`config.mk`:
```
export PLATFORM = sky130hd
export DESIGN_NAME = mbox_dual
export DESIGN_NICKNAME = d
export VERILOG_FILES = /design/src/rtl/mbox_pkg.sv /design/src/rtl/mbox_ring.sv /design/src/rtl/mbox_ctl.sv /design/src/rtl/mbox_dual.sv
export SDC_FILE = /design/constraint.sdc
export NUM_CORES = 1
export LEC_CHECK = 0
export ABC_AREA = 0
export BUFFER_PORTS_ARGS = -buffer_cell sky130_fd_sc_hd__buf_2
export CAP_MARGIN = 10
export CELL_PAD_IN_SITES_DETAIL_PLACEMENT = 0
export CELL_PAD_IN_SITES_GLOBAL_PLACEMENT = 1
export CORE_MARGIN = 4
export CORE_UTILIZATION = 45
export CTS_CLUSTER_DIAMETER = 30
export DETAILED_ROUTE_END_ITERATION = 16
export PLACE_DENSITY_LB_ADDON = 0.1
export REMOVE_ABC_BUFFERS = 1
export SLEW_MARGIN = 0
export SYNTH_ARGS = -nofsm -noshare
export SYNTH_HDL_FRONTEND = slang
export SYNTH_SLANG_ARGS = --single-unit
```
`constraint.sdc`:
```
create_clock -name clk -period 3.1 [get_ports clk]
set_input_delay 0 -clock clk [delete_from_list [all_inputs] [get_ports clk]]
set_output_delay 0 -clock clk [all_outputs]
set_load 0.1 [all_outputs]
```
`src/rtl/mbox_pkg.sv`:
```
package mbox_pkg;
  // word offsets inside each side's window
  localparam logic [1:0] W_TX    = 2'd0;
  localparam logic [1:0] W_STAT  = 2'd1;
  localparam logic [1:0] W_RX    = 2'd2;
  localparam logic [1:0] W_OTHER = 2'd3;

  // status bit positions
  localparam int B_IE  = 0;
  localparam int B_IS  = 1;
  localparam int B_IG  = 2;
  localparam int B_RDY = 3;
  localparam int B_RST = 4;
  localparam int B_OVF = 5;
  localparam int B_UDF = 6;
  localparam int CTRL_W = 7;

  typedef struct packed {
    logic ie;
    logic is;
    logic rdy;
    logic rst;
    logic ovf;
    logic udf;
  } ctl_t;

  function automatic logic [31:0] stat_word(input logic [7:0] depth,
                                            input logic [7:0] wp,
                                            input logic [7:0] rp,
                                            input ctl_t c);
    return {depth, wp, rp, 1'b0, c.udf, c.ovf, c.rst, c.rdy, 1'b0, c.is, c.ie};
  endfunction
endpackage

```
`src/rtl/mbox_ring.sv`:
```
module mbox_ring #(
  parameter int DEPTH = 4,
  parameter int DW    = 32
) (
  input  logic          clk,
  input  logic          rst_n,
  input  logic          clr,
  input  logic          push,
  input  logic          pop,
  input  logic [DW-1:0] wdata,
  output logic [DW-1:0] head,
  output logic [7:0]    wp,
  output logic [7:0]    rp,
  output logic          full,
  output logic          empty
);
  localparam int IW = (DEPTH > 1) ? $clog2(DEPTH) : 1;
  localparam logic [IW-1:0] LAST = IW'(DEPTH - 1);
  localparam logic [7:0] D8 = 8'(DEPTH);

  logic [DW-1:0] mem [DEPTH];
  logic [IW-1:0] wi, ri;
  logic [7:0]    fill;
  logic          do_push, do_pop;

  assign fill    = wp - rp;
  assign full    = (fill == D8);
  assign empty   = (fill == 8'd0);
  assign do_push = push & ~full;
  assign do_pop  = pop & ~empty;
  assign head    = mem[ri];

  always_ff @(posedge clk or negedge rst_n) begin
    if (!rst_n) begin
      wp <= '0;
      rp <= '0;
      wi <= '0;
      ri <= '0;
    end else if (clr) begin
      wp <= '0;
      rp <= '0;
      wi <= '0;
      ri <= '0;
    end else begin
      if (do_push) begin
        wp <= wp + 8'd1;
        wi <= (wi == LAST) ? '0 : wi + 1'b1;
      end
      if (do_pop) begin
        rp <= rp + 8'd1;
        ri <= (ri == LAST) ? '0 : ri + 1'b1;
      end
    end
  end

  always_ff @(posedge clk) begin
    if (do_push && !clr) mem[wi] <= wdata;
  end
endmodule

```
`src/rtl/mbox_ctl.sv`:
```
module mbox_ctl
  import mbox_pkg::*;
(
  input  logic              clk,
  input  logic              rst_n,
  input  logic              wr_stat,
  input  logic [CTRL_W-1:0] wbits,
  input  logic              set_is,
  input  logic              set_ovf,
  input  logic              set_udf,
  output ctl_t              ctl,
  output logic              ig
);
  assign ig = wr_stat & wbits[B_IG];

  always_ff @(posedge clk or negedge rst_n) begin
    if (!rst_n) begin
      ctl <= '0;
    end else begin
      if (wr_stat) begin
        ctl.ie  <= wbits[B_IE];
        ctl.rst <= wbits[B_RST];
        ctl.rdy <= wbits[B_RDY] & ~wbits[B_RST];
      end
      if (set_is)                       ctl.is  <= 1'b1;
      else if (wr_stat && wbits[B_IS])  ctl.is  <= 1'b0;
      if (set_ovf)                      ctl.ovf <= 1'b1;
      else if (wr_stat && wbits[B_OVF]) ctl.ovf <= 1'b0;
      if (set_udf)                      ctl.udf <= 1'b1;
      else if (wr_stat && wbits[B_UDF]) ctl.udf <= 1'b0;
    end
  end
endmodule

```
`src/rtl/mbox_dual.sv`:
```
module mbox_dual
  import mbox_pkg::*;
#(
  parameter int DEPTH = 4
) (
  input  logic        clk,
  input  logic        rst_n,
  input  logic        h_wr,
  input  logic        h_rd,
  input  logic [1:0]  h_addr,
  input  logic [31:0] h_wdata,
  output logic [31:0] h_rdata,
  output logic        h_irq,
  input  logic        p_wr,
  input  logic        p_rd,
  input  logic [1:0]  p_addr,
  input  logic [31:0] p_wdata,
  output logic [31:0] p_rdata,
  output logic        p_irq
);
  localparam logic [7:0] D8 = 8'(DEPTH);

  ctl_t        h_ctl, p_ctl;
  logic        h_ig, p_ig, h_rst, p_rst, h_rdy, p_is, clr;
  logic        h_push, h_pop, p_push, p_pop;
  logic [7:0]  h2p_wp, h2p_rp, p2h_wp, p2h_rp;
  logic        h2p_full, h2p_empty, p2h_full, p2h_empty;
  logic [31:0] h2p_head, p2h_head, h_stat, p_stat;

  assign h_rst  = h_ctl.rst;
  assign p_rst  = p_ctl.rst;
  assign h_rdy  = h_ctl.rdy;
  assign p_is   = p_ctl.is;
  assign clr    = h_rst | p_rst;

  assign h_push = h_wr & (h_addr == W_TX) & ~clr;
  assign h_pop  = h_rd & (h_addr == W_RX) & ~clr;
  assign p_push = p_wr & (p_addr == W_TX) & ~clr;
  assign p_pop  = p_rd & (p_addr == W_RX) & ~clr;

  mbox_ring #(.DEPTH(DEPTH), .DW(32)) u_h2p (
    .clk(clk), .rst_n(rst_n), .clr(clr), .push(h_push), .pop(p_pop),
    .wdata(h_wdata), .head(h2p_head), .wp(h2p_wp), .rp(h2p_rp),
    .full(h2p_full), .empty(h2p_empty));

  mbox_ring #(.DEPTH(DEPTH), .DW(32)) u_p2h (
    .clk(clk), .rst_n(rst_n), .clr(clr), .push(p_push), .pop(h_pop),
    .wdata(p_wdata), .head(p2h_head), .wp(p2h_wp), .rp(p2h_rp),
    .full(p2h_full), .empty(p2h_empty));

  mbox_ctl u_hctl (
    .clk(clk), .rst_n(rst_n),
    .wr_stat(h_wr & (h_addr == W_STAT)), .wbits(h_wdata[CTRL_W-1:0]),
    .set_is(p_ig), .set_ovf(h_push & h2p_full), .set_udf(h_pop & p2h_empty),
    .ctl(h_ctl), .ig(h_ig));

  mbox_ctl u_pctl (
    .clk(clk), .rst_n(rst_n),
    .wr_stat(p_wr & (p_addr == W_STAT)), .wbits(p_wdata[CTRL_W-1:0]),
    .set_is(h_ig), .set_ovf(p_push & p2h_full), .set_udf(p_pop & h2p_empty),
    .ctl(p_ctl), .ig(p_ig));

  assign h_stat = stat_word(D8, h2p_wp, h2p_rp, h_ctl);
  assign p_stat = stat_word(D8, p2h_wp, p2h_rp, p_ctl);

  always_comb begin
    unique case (h_addr)
      W_STAT:  h_rdata = h_stat;
      W_RX:    h_rdata = p2h_empty ? '0 : p2h_head;
      W_OTHER: h_rdata = p_stat;
      default: h_rdata = '0;
    endcase
    unique case (p_addr)
      W_STAT:  p_rdata = p_stat;
      W_RX:    p_rdata = h2p_empty ? '0 : h2p_head;
      W_OTHER: p_rdata = h_stat;
      default: p_rdata = '0;
    endcase
  end

  assign h_irq = h_ctl.ie & h_ctl.is;
  assign p_irq = p_ctl.ie & p_ctl.is;
endmodule

```
==> flow_metrics.py, run 1 <==
metrics = {
    "grt": {
        "track_usage": 0.211,
        "grt_max_degree": 50,
        "grt_pass1_vias": 9442,
        "overflow": 0,
        "grt_first_pass_wirelength_um": 55000,
        "antenna_found_initial": 0,
    },
    "yosys": {
        "synthCells": 913,
        "synth_ff_type": "edfxtp_1",
        "syn_area_um2": 13900,
        "synth-edff-count": 256,
        "synth-seq-cells": 308,
        "ys_seq_area_frac": 0.646,
        "ys_async_sr_fraction": 0.169,
        "synth_area_per_cell_um2": 15.2,
        "ys_warn_count": 0,
        "synth_cell_types": 60,
    },
    "clock_tree": {
        "clk_latency_ns": 0.55,
        "cts_tree": "done",
        "clock-sinks": 308,
        "clockRootBuffer": "clkbuf_16",
        "cts_made_buffers": 57,
        "clock_path_buffers": 3,
        "htreeDepth": 2,
        "path_clk_slew_ns": 0.05,
    },
    "critical_path": {
        "arrival_ns": 3.07,
        "slowest_stage": "dfrtp_2",
        "cp.required_ns": 3.10,
        "critPathMaxFanout": 19,
        "crit_type": "reg2out",
        "end_kind": "primary output",
        "cp_cell_sequence": "ha_4, nand2_1, a211o_1, a311oi_2, o211ai_1, buf_4, buf_8, o21ai_4, o21ai_0, a22o_1, buf_12",
        "slowest_delay_ns": 0.44,
        "start_kind": "flop",
    },
    "place": {
        "portBuffers": 139,
        "gp_congestion": 0.797,
        "place_inst": 1446,
        "placed_cell_area_um2": 15900,
        "dp_hpwl_um": 22800,
        "preCtsSetupSlack_ns": 0.148,
    },
    "die": {
        "ios": 140,
        "die_y_um": 184,
        "rows": 64,
        "coreArea_um2": 30500,
        "start_util": 0.456,
        "die-area_um2": 33800,
        "die_w_um": 184,
    },
    "min_path": {
        "hold_class": "in2reg",
    },
    "layout": {
        "final_common_cell": "edfxtp_1",
        "n_fill_cell": 2289,
        "multi_input_area_um2": 4910,
        "area_delta_synth_final_pct": 37.9,
        "drive_gt1_frac": 0.371,
        "layout_common_cells": "256 x edfxtp_1, 75 x buf_2, 75 x buf_4",
        "layout.cells.non_filler": 1641,
        "nNetsFinal": 1299,
        "final_util": 0.629,
        "postLayoutCellArea_um2": 19200,
        "seq_area_um2": 9000,
    },
    "job": {
        "cap_violations": 0,
    },
    "sta": {
        "period_needed_ns": 3.07,
        "finClkSkew_ns": 0.0180,
        "final_hold_viol_count": 0,
        "setup_viol": 0,
        "relSlewSlack": 0.355,
        "rsz0062_at_grt": "true",
        "drv_slew": 0,
        "fmax_mhz": 326,
        "tightest_slew_ns": 0.967,
        "fin_crit_sh": 0.990,
        "layout_setup_ws_ns": 0.0322,
    },
    "drt": {
        "wl_per_cell_um": 21.5,
        "drt_first_pass_iters": 5,
        "routed_via_density": 5.48,
        "ant_nets": 0,
        "wirelength_um": 35300,
        "num_vias": 8996,
        "drt_iter0_drc": 662,
        "drc": 0,
    },
    "power_and_ir_drop": {
        "p_per_area_nw_per_um2": 626,
        "worst_ir_drop_vdd_mv": 0.500,
        "power_frac_seq": 0.384,
        "leakagePower_nw": 6.98,
        "p_clk_frac": 0.508,
        "switching_share": 0.247,
        "power_frac_comb": 0.109,
        "p_switching_w": 0.00297,
        "intPower_w": 0.00905,
    },
    "outcome": {
        "run_status": "finished clean",
    },
}
sequential cells by signal (all words and copies together), names as in the netlist:
signal,flops
u_h2p.ri,2
u_p2h.wp,8
u_hctl.ctl,6
u_h2p.wi,2
u_p2h.ri,2
u_h2p.mem,128
u_p2h.rp,8
u_p2h.mem,128
u_pctl.ctl,6
u_p2h.wi,2
u_h2p.wp,8
u_h2p.rp,8
Yosys cell counts, drive strengths merged, types with 8 or more instances:
master,instances,area share
and3,15,0.0067
o31ai,8,0.0043
a21oi,26,0.0094
and2,13,0.0058
clkbuf,40,0.011
xnor2,12,0.0076
xor2,9,0.0057
nand2,56,0.015
a22o,65,0.041
mux4,64,0.10
nor2,32,0.0086
edfxtp,256,0.55
nor2b,33,0.015
mux2i,10,0.0072
buf,17,0.0073
dfrtp,52,0.094
o211ai,9,0.0049
inv,27,0.0073
ha,28,0.025
nand3,19,0.0068
o21ai,58,0.021
critical path, delay by kind of cell (launching register included):
| kind | cells | cell delay (ns) |
|---|---|---|
| buffers and inverters | 3 | 0.52 |
| and+or+nand+nor | 1 | 0.08 |
| DFF | 1 | 0.44 |
| AOI/OAI and AO/OA | 6 | 1.16 |
| adders and majority gates | 1 | 0.30 |
stage by stage:
step / total power, W / setup TNS (ns) / hold WS (ns)
after floorplan: 0.00536 / -140.60 / -0.296
after global placement: 0.00583 / 0 / 0.199
after detailed placement: 0.00583 / 0 / 0.198
after CTS: 0.0121 / -0.00628 / 0.117
after global routing: 0.0124 / -1.13 / 0.163
final: 0.0120 / 0 / 0.146
cell families (layout without fill, tap and decap cells):
family / count (synthesis) / after routing / synth area share
AOI/OAI and AO/OA: 199 / 199 / 0.103
adders and majority gates: 28 / 28 / 0.0252
other: 0 / 1 / 0
muxes: 78 / 78 / 0.114
and+or+nand+nor: 195 / 196 / 0.0730
xor gates and xnor gates: 21 / 21 / 0.0132
DFF: 308 / 308 / 0.646
buffers and inverters: 84 / 414 / 0.0254
what timing repair did:
item | CTS | global route
pin swaps | 15 | 17
endpoints found under the hold margin | 305 | 0
hold buffers | 68 | 0
resized for setup | 98 | 68
setup endpoints to repair | 54 | 64
setup buffers | 15 | 5
cloned | 1 | 1
cell type report:
class                   instances  share of cell area
diodes                          1            0.000130
clock buffers                  61              0.0763
clock inverters                45              0.0254
inverters                      27             0.00528
multi-input cells             522               0.256
flip-flops and latches        308               0.469
well taps                     396              0.0258
repair buffers                281               0.142
worst paths after layout:
kind                                from          endpoint  slack (ns)  cells past startpoint
max                          u_p2h.wp[4]       h_rdata[17]        0.03                     11
min in group asynchronous          rst_n       u_h2p.wp[7]        0.17                      2
max reg2reg                  u_h2p.rp[5]  u_h2p.mem[0][22]        0.27                     11
min                                 h_rd     u_hctl.ctl[0]        0.15                      3
min reg2reg                u_pctl.ctl[3]     u_pctl.ctl[3]        0.52                      2
max in group asynchronous          rst_n       u_h2p.ri[0]        2.12                      3
power by group through the flow:
stage	Combinational, W	Clock (W)	Sequential (W)
floorplan	0.000678	0	0.00468
finish	0.00131	0.00610	0.00461
global route	0.00138	0.00644	0.00461
detailed placement	0.00114	0	0.00469
global placement	0.00114	0	0.00468
CTS	0.00131	0.00621	0.00461
metal layers:
layer  wire [um]  track usage  share of wire
met4         724       0.0562          0.021
met2       17000        0.336           0.48
met3        1860       0.0362          0.053
met1       15700        0.304           0.45
met5           0            0              0
Note: power is estimated with default switching activity, not from simulation.
==> run 2, diff against run 1 <==
--- a/config.mk
+++ b/config.mk
@@ -15,6 +15,7 @@
 export CTS_CLUSTER_DIAMETER = 30
 export DETAILED_ROUTE_END_ITERATION = 16
 export PLACE_DENSITY_LB_ADDON = 0.1
+export RECOVER_POWER = 25
 export REMOVE_ABC_BUFFERS = 1
 export SLEW_MARGIN = 0
 export SYNTH_ARGS = -nofsm -noshare
==> flow_metrics.py, run 2 (same netlist as run 1, synthesis figures left out) <==
metrics = {
    "sta": {
        "fin_crit_sh": 0.988,
        "relSlewSlack": 0.363,
        "rsz0062_at_grt": "true",
        "tightest_slew_ns": 0.956,
        "finClkSkew_ns": 0.0168,
        "final_hold_viol_count": 0,
        "setup_viol": 0,
        "period_needed_ns": 3.06,
        "fmax_mhz": 326,
        "drv_slew": 0,
    },
    "clock_tree": {
        "clock_path_buffers": 3,
        "clockRootBuffer": "clkbuf_16",
        "clock-sinks": 308,
        "clk_latency_ns": 0.55,
        "cts_made_buffers": 57,
        "cts_tree": "done",
        "htreeDepth": 2,
        "path_clk_slew_ns": 0.05,
    },
    "job": {
        "cap_violations": 0,
    },
    "critical_path": {
        "start_kind": "flop",
        "crit_type": "reg2out",
        "slowest_delay_ns": 0.44,
        "critical-path-top-delay-family": "compound AO/OA/AOI/OAI gates",
        "end_kind": "primary output",
        "arrival_ns": 3.06,
        "cp.required_ns": 3.10,
        "cp_cell_sequence": "ha_4, nand2_1, a211o_1, a311oi_2, o211ai_1, buf_4, buf_8, o21ai_4, o21ai_0, a22o_1, buf_12",
        "crit_buf_inv": 3,
        "slowest_stage": "dfrtp_2",
        "rr_worst_depth": 11,
        "critPathMaxFanout": 19,
        "cp_num_cells": 11,
    },
    "grt": {
        "antenna_found_initial": 0,
        "use_met2": 0.336,
        "track_usage": 0.211,
        "grt_first_pass_wirelength_um": 55000,
        "overflow": 0,
        "grt-busiest-layer": "met2",
        "use_met3": 0.0362,
        "grt_max_degree": 50,
        "grt_pass1_vias": 9442,
        "met1_usage": 0.304,
    },
    "min_path": {
        "holdPathStages": 3,
        "hold_class": "in2reg",
    },
    "drt": {
        "drt_first_pass_iters": 5,
        "wirelength_um": 35300,
        "drt_iter0_drc": 621,
        "ant_nets": 0,
        "drc": 0,
        "wl_per_cell_um": 21.5,
        "routed_via_density": 5.47,
        "num_vias": 8972,
    },
    "power_and_ir_drop": {
        "p_clk_frac": 0.508,
        "power_frac_comb": 0.108,
        "p_per_area_nw_per_um2": 628,
        "power_frac_seq": 0.384,
        "p_switching_w": 0.00297,
        "intPower_w": 0.00904,
        "switching_share": 0.247,
        "p_total_w": 0.0120,
        "worst_ir_drop_vdd_mv": 0.502,
        "leakagePower_nw": 6.86,
    },
    "layout": {
        "drive_gt1_frac": 0.336,
        "final_common_cell": "edfxtp_1",
        "layout_common_cells": "256 x edfxtp_1, 75 x buf_4, 68 x dlygate4sd3_1",
        "nNetsFinal": 1299,
        "area_delta_synth_final_pct": 37.5,
        "postLayoutCellArea_um2": 19100,
        "largest_registers": "u_h2p.mem (128), u_p2h.mem (128)",
    },
    "outcome": {
        "run_status": "finished clean",
    },
    "die": {
        "rows": 64,
        "die_w_um": 184,
        "ios": 140,
        "coreArea_um2": 30500,
        "start_util": 0.456,
        "die-area_um2": 33800,
        "die_y_um": 184,
    },
    "place": {
        "placed_cell_area_um2": 15900,
        "gp_congestion": 0.797,
        "dp_hpwl_um": 22800,
        "portBuffers": 139,
    },
}
-- run 2: path summary, 6_finish.rpt --
path                               startpoint  slack, ns                to
min in group asynchronous               rst_n       0.16       u_h2p.wp[7]
worst min-delay path                     h_rd       0.14     u_hctl.ctl[0]
max in group asynchronous               rst_n       2.13       u_h2p.ri[0]
worst min register to register  u_pctl.ctl[3]       0.52     u_pctl.ctl[3]
worst max register to register    u_h2p.rp[5]       0.28  u_h2p.mem[0][22]
worst max-delay path              u_p2h.wp[4]       0.04       h_rdata[17]
-- run 2: cell type report --
class / count / area, um2
clock inverters: 45 / 487
inverters: 27 / 101
well taps: 396 / 495
clock buffers: 61 / 1460
flip-flops and latches: 308 / 9000
diodes: 1 / 2.50
fillers: 2310 / 11400
repair buffers: 281 / 2660
multi-input cells: 522 / 4910
-- run 2: power by group through the flow --
stage               Clock (W)  Combinational [W]  Sequential, W
CTS                   0.00621            0.00131        0.00461
detailed placement          0            0.00114        0.00469
floorplan                   0           0.000678        0.00468
global placement            0            0.00114        0.00468
finish                0.00610            0.00130        0.00461
global route          0.00644            0.00137        0.00461
-- run 2: per-stage QoR --
step                hold slack [ns]  setup slack [ns]  cells  setup TNS, ns   util
floorplan                    -0.296             -1.10    856        -140.60      -
global placement              0.199            0.0575   1446              0  0.521
detailed placement            0.198             0.148   1446              0  0.521
CTS                           0.117          -0.00537   1636       -0.00628  0.622
global route                  0.163           -0.0842   1640          -1.13  0.627
finish                        0.143            0.0365   1641              0  0.627
-- run 2: metal layers --
layer / wire, um / part of all wire
met3: 1810 / 0.051
met5: 0 / 0
met1: 15800 / 0.45
met2: 17000 / 0.48
met4: 723 / 0.020
-- run 2: repair_timing --
| item | CTS | global route |
|---|---|---|
| endpoints found under the setup margin | 54 | 64 |
| hold buffers | 68 | 0 |
| resized for setup | 98 | 68 |
| hold endpoints to repair | 305 | 0 |
| gates cloned | 1 | 1 |
| buffers inserted | 15 | 5 |
| pin swaps | 15 | 17 |
-- run 2: worst min-delay path: stages --
cell     delay (ns)
buf_2          0.10
and3b_1        0.34
a32o_1         0.21
==> run 3, diff against run 2 <==
==> constraint.sdc (replaced) <==
create_clock -name clk -period 3.1 [get_ports clk]
set_input_delay 0.31 -clock clk [delete_from_list [all_inputs] [get_ports clk]]
set_output_delay 0.31 -clock clk [all_outputs]
set_load 0.1 [all_outputs]
==> flow_metrics.py, run 3 (same netlist as run 1, synthesis figures left out) <==
metrics = {
    "power_and_ir_drop": {
        "leakagePower_nw": 7.28,
        "switching_share": 0.251,
        "p_switching_w": 0.00310,
        "intPower_w": 0.00922,
        "p_total_w": 0.0123,
        "worst_ir_drop_vdd_mv": 0.527,
        "p_clk_frac": 0.504,
        "power_frac_comb": 0.121,
        "power_frac_seq": 0.374,
        "p_per_area_nw_per_um2": 613,
    },
    "critical_path": {
        "r2r_slack_ns": 0.13,
        "critPathMaxFanout": 9,
        "rr_startpoint": "u_p2h.wp[1]",
        "arrival_ns": 3.11,
        "rr_worst_depth": 12,
        "end_kind": "primary output",
        "r2r-end": "u_p2h.mem[1][11]",
        "cp.required_ns": 2.79,
        "crit_type": "reg2out",
        "start_kind": "flop",
    },
    "layout": {
        "postLayoutCellArea_um2": 20100,
        "layout_common_cells": "256 x edfxtp_1, 85 x buf_4, 65 x clkbuf_16",
        "drive_gt1_frac": 0.380,
        "multi_input_area_um2": 5150,
        "final_common_cell": "edfxtp_1",
        "nNetsFinal": 1341,
        "seq_area_um2": 8990,
        "layout.cells.non_filler": 1686,
        "largest_registers": "u_h2p.mem (128), u_p2h.mem (128)",
        "n_antenna_cell": 0,
        "area_delta_synth_final_pct": 44.4,
        "final_util": 0.658,
        "n_fill_cell": 2150,
    },
    "clock_tree": {
        "htreeDepth": 2,
        "path_clk_slew_ns": 0.05,
        "cts_made_buffers": 59,
        "clock-sinks": 308,
        "clock_path_buffers": 3,
        "clk_latency_ns": 0.57,
        "clockRootBuffer": "clkbuf_16",
        "cts_tree": "done",
    },
    "min_path": {
        "holdPathStages": 2,
        "hold_class": "in2reg",
        "holdPathEnd": "u_pctl.ctl[4]",
        "min_from": "h_wr",
    },
    "place": {
        "portBuffers": 139,
        "place_inst": 1474,
        "gp_congestion": 0.802,
        "placed_cell_area_um2": 16100,
        "dp_hpwl_um": 23100,
    },
    "drt": {
        "ant_nets": 0,
        "num_vias": 9262,
        "drc": 0,
        "drt_first_pass_iters": 5,
        "routed_via_density": 5.49,
        "wl_per_cell_um": 21.6,
        "wirelength_um": 36400,
        "drt_iter0_drc": 673,
    },
    "die": {
        "ios": 140,
        "die-area_um2": 33800,
        "start_util": 0.456,
        "coreArea_um2": 30500,
        "die_y_um": 184,
        "rows": 64,
        "die_w_um": 184,
    },
    "sta": {
        "layout_setup_ws_ns": -0.317,
        "fmax_mhz": 293,
        "period_needed_ns": 3.42,
        "fin_crit_sh": 1.10,
        "relSlewSlack": 0.270,
        "setup_viol": 64,
        "finClkSkew_ns": 0.0208,
        "drv_slew": 0,
        "tightest_slew_ns": 1.09,
        "final_hold_viol_count": 0,
        "finalSetupTns_ns": -13.45,
        "rsz0062_at_grt": "true",
    },
    "grt": {
        "grt_pass1_vias": 9720,
        "grt_first_pass_wirelength_um": 55700,
        "antenna_found_initial": 0,
        "track_usage": 0.213,
        "grt_max_degree": 33,
        "overflow": 0,
    },
    "outcome": {
        "violations": "negative setup slack",
        "run_status": "finished, violations left",
    },
    "job": {
        "cap_violations": 0,
    },
}
==> run 3: worst max-delay path by stage <==
stage	from	endpoint	depth (start not counted)
6_report	u_p2h.wp[1]	h_rdata[24]	10
3_5_place_dp	u_h2p.wp[5]	p_rdata[5]	10
4_1_cts	u_p2h.wp[1]	h_rdata[20]	11
2_1_floorplan	u_p2h.wp[1]	h_rdata[24]	8
3_3_place_gp	u_h2p.wp[5]	p_rdata[5]	10
5_1_grt	u_p2h.wp[1]	h_rdata[24]	10
==> run 3: through the flow <==
step	hold slack, ns	setup slack [ns]
finish	0.104	-0.317
floorplan	0.0144	-1.41
CTS	0.00818	-0.316
global placement	0.287	0.100
global route	0.0852	-0.466
detailed placement	0.281	0.0492
==> run 3: metal layers <==
layer  track usage  share of wire
met3        0.0366          0.055
met4        0.0494          0.015
met5             0              0
met2         0.343           0.48
met1         0.306           0.45
==> run 3: worst max-delay path, cell delays in order, from the launching register on <==
cell and delay [ns]:
dfrtp_1 0.41, ha_4 0.27, and2b_1 0.18, o211ai_1 0.26
a21oi_2 0.12, o2111ai_4 0.31, nor2_4 0.08, or3b_4 0.41
buf_12 0.17, nor2b_4 0.14, buf_12 0.18
==> run 3: final cells by class <==
class | instances | area share
inverters | 27 | 0.00505
multi-input cells | 521 | 0.256
well taps | 396 | 0.0247
flip-flops and latches | 308 | 0.448
repair buffers | 322 | 0.167
clock buffers | 68 | 0.0762
clock inverters | 44 | 0.0229
==> run 3: power by group through the flow <==
stage / clock network, W / logic [W] / registers, W
floorplan: 0 / 0.000678 / 0.00468
global placement: 0 / 0.00114 / 0.00468
detailed placement: 0 / 0.00114 / 0.00468
CTS: 0.00632 / 0.00144 / 0.00461
global route: 0.00655 / 0.00157 / 0.00461
finish: 0.00621 / 0.00149 / 0.00461
==> run 3: timing repair <==
| item | CTS | global route |
|---|---|---|
| setup buffers | 19 | 16 |
| pin swaps | 32 | 39 |
| hold buffers | 64 | 0 |
| cloned | 3 | 6 |
| endpoints found under the setup margin | 64 | 201 |
| gates resized for setup | 207 | 85 |
| hold endpoints to repair | 268 | 0 |
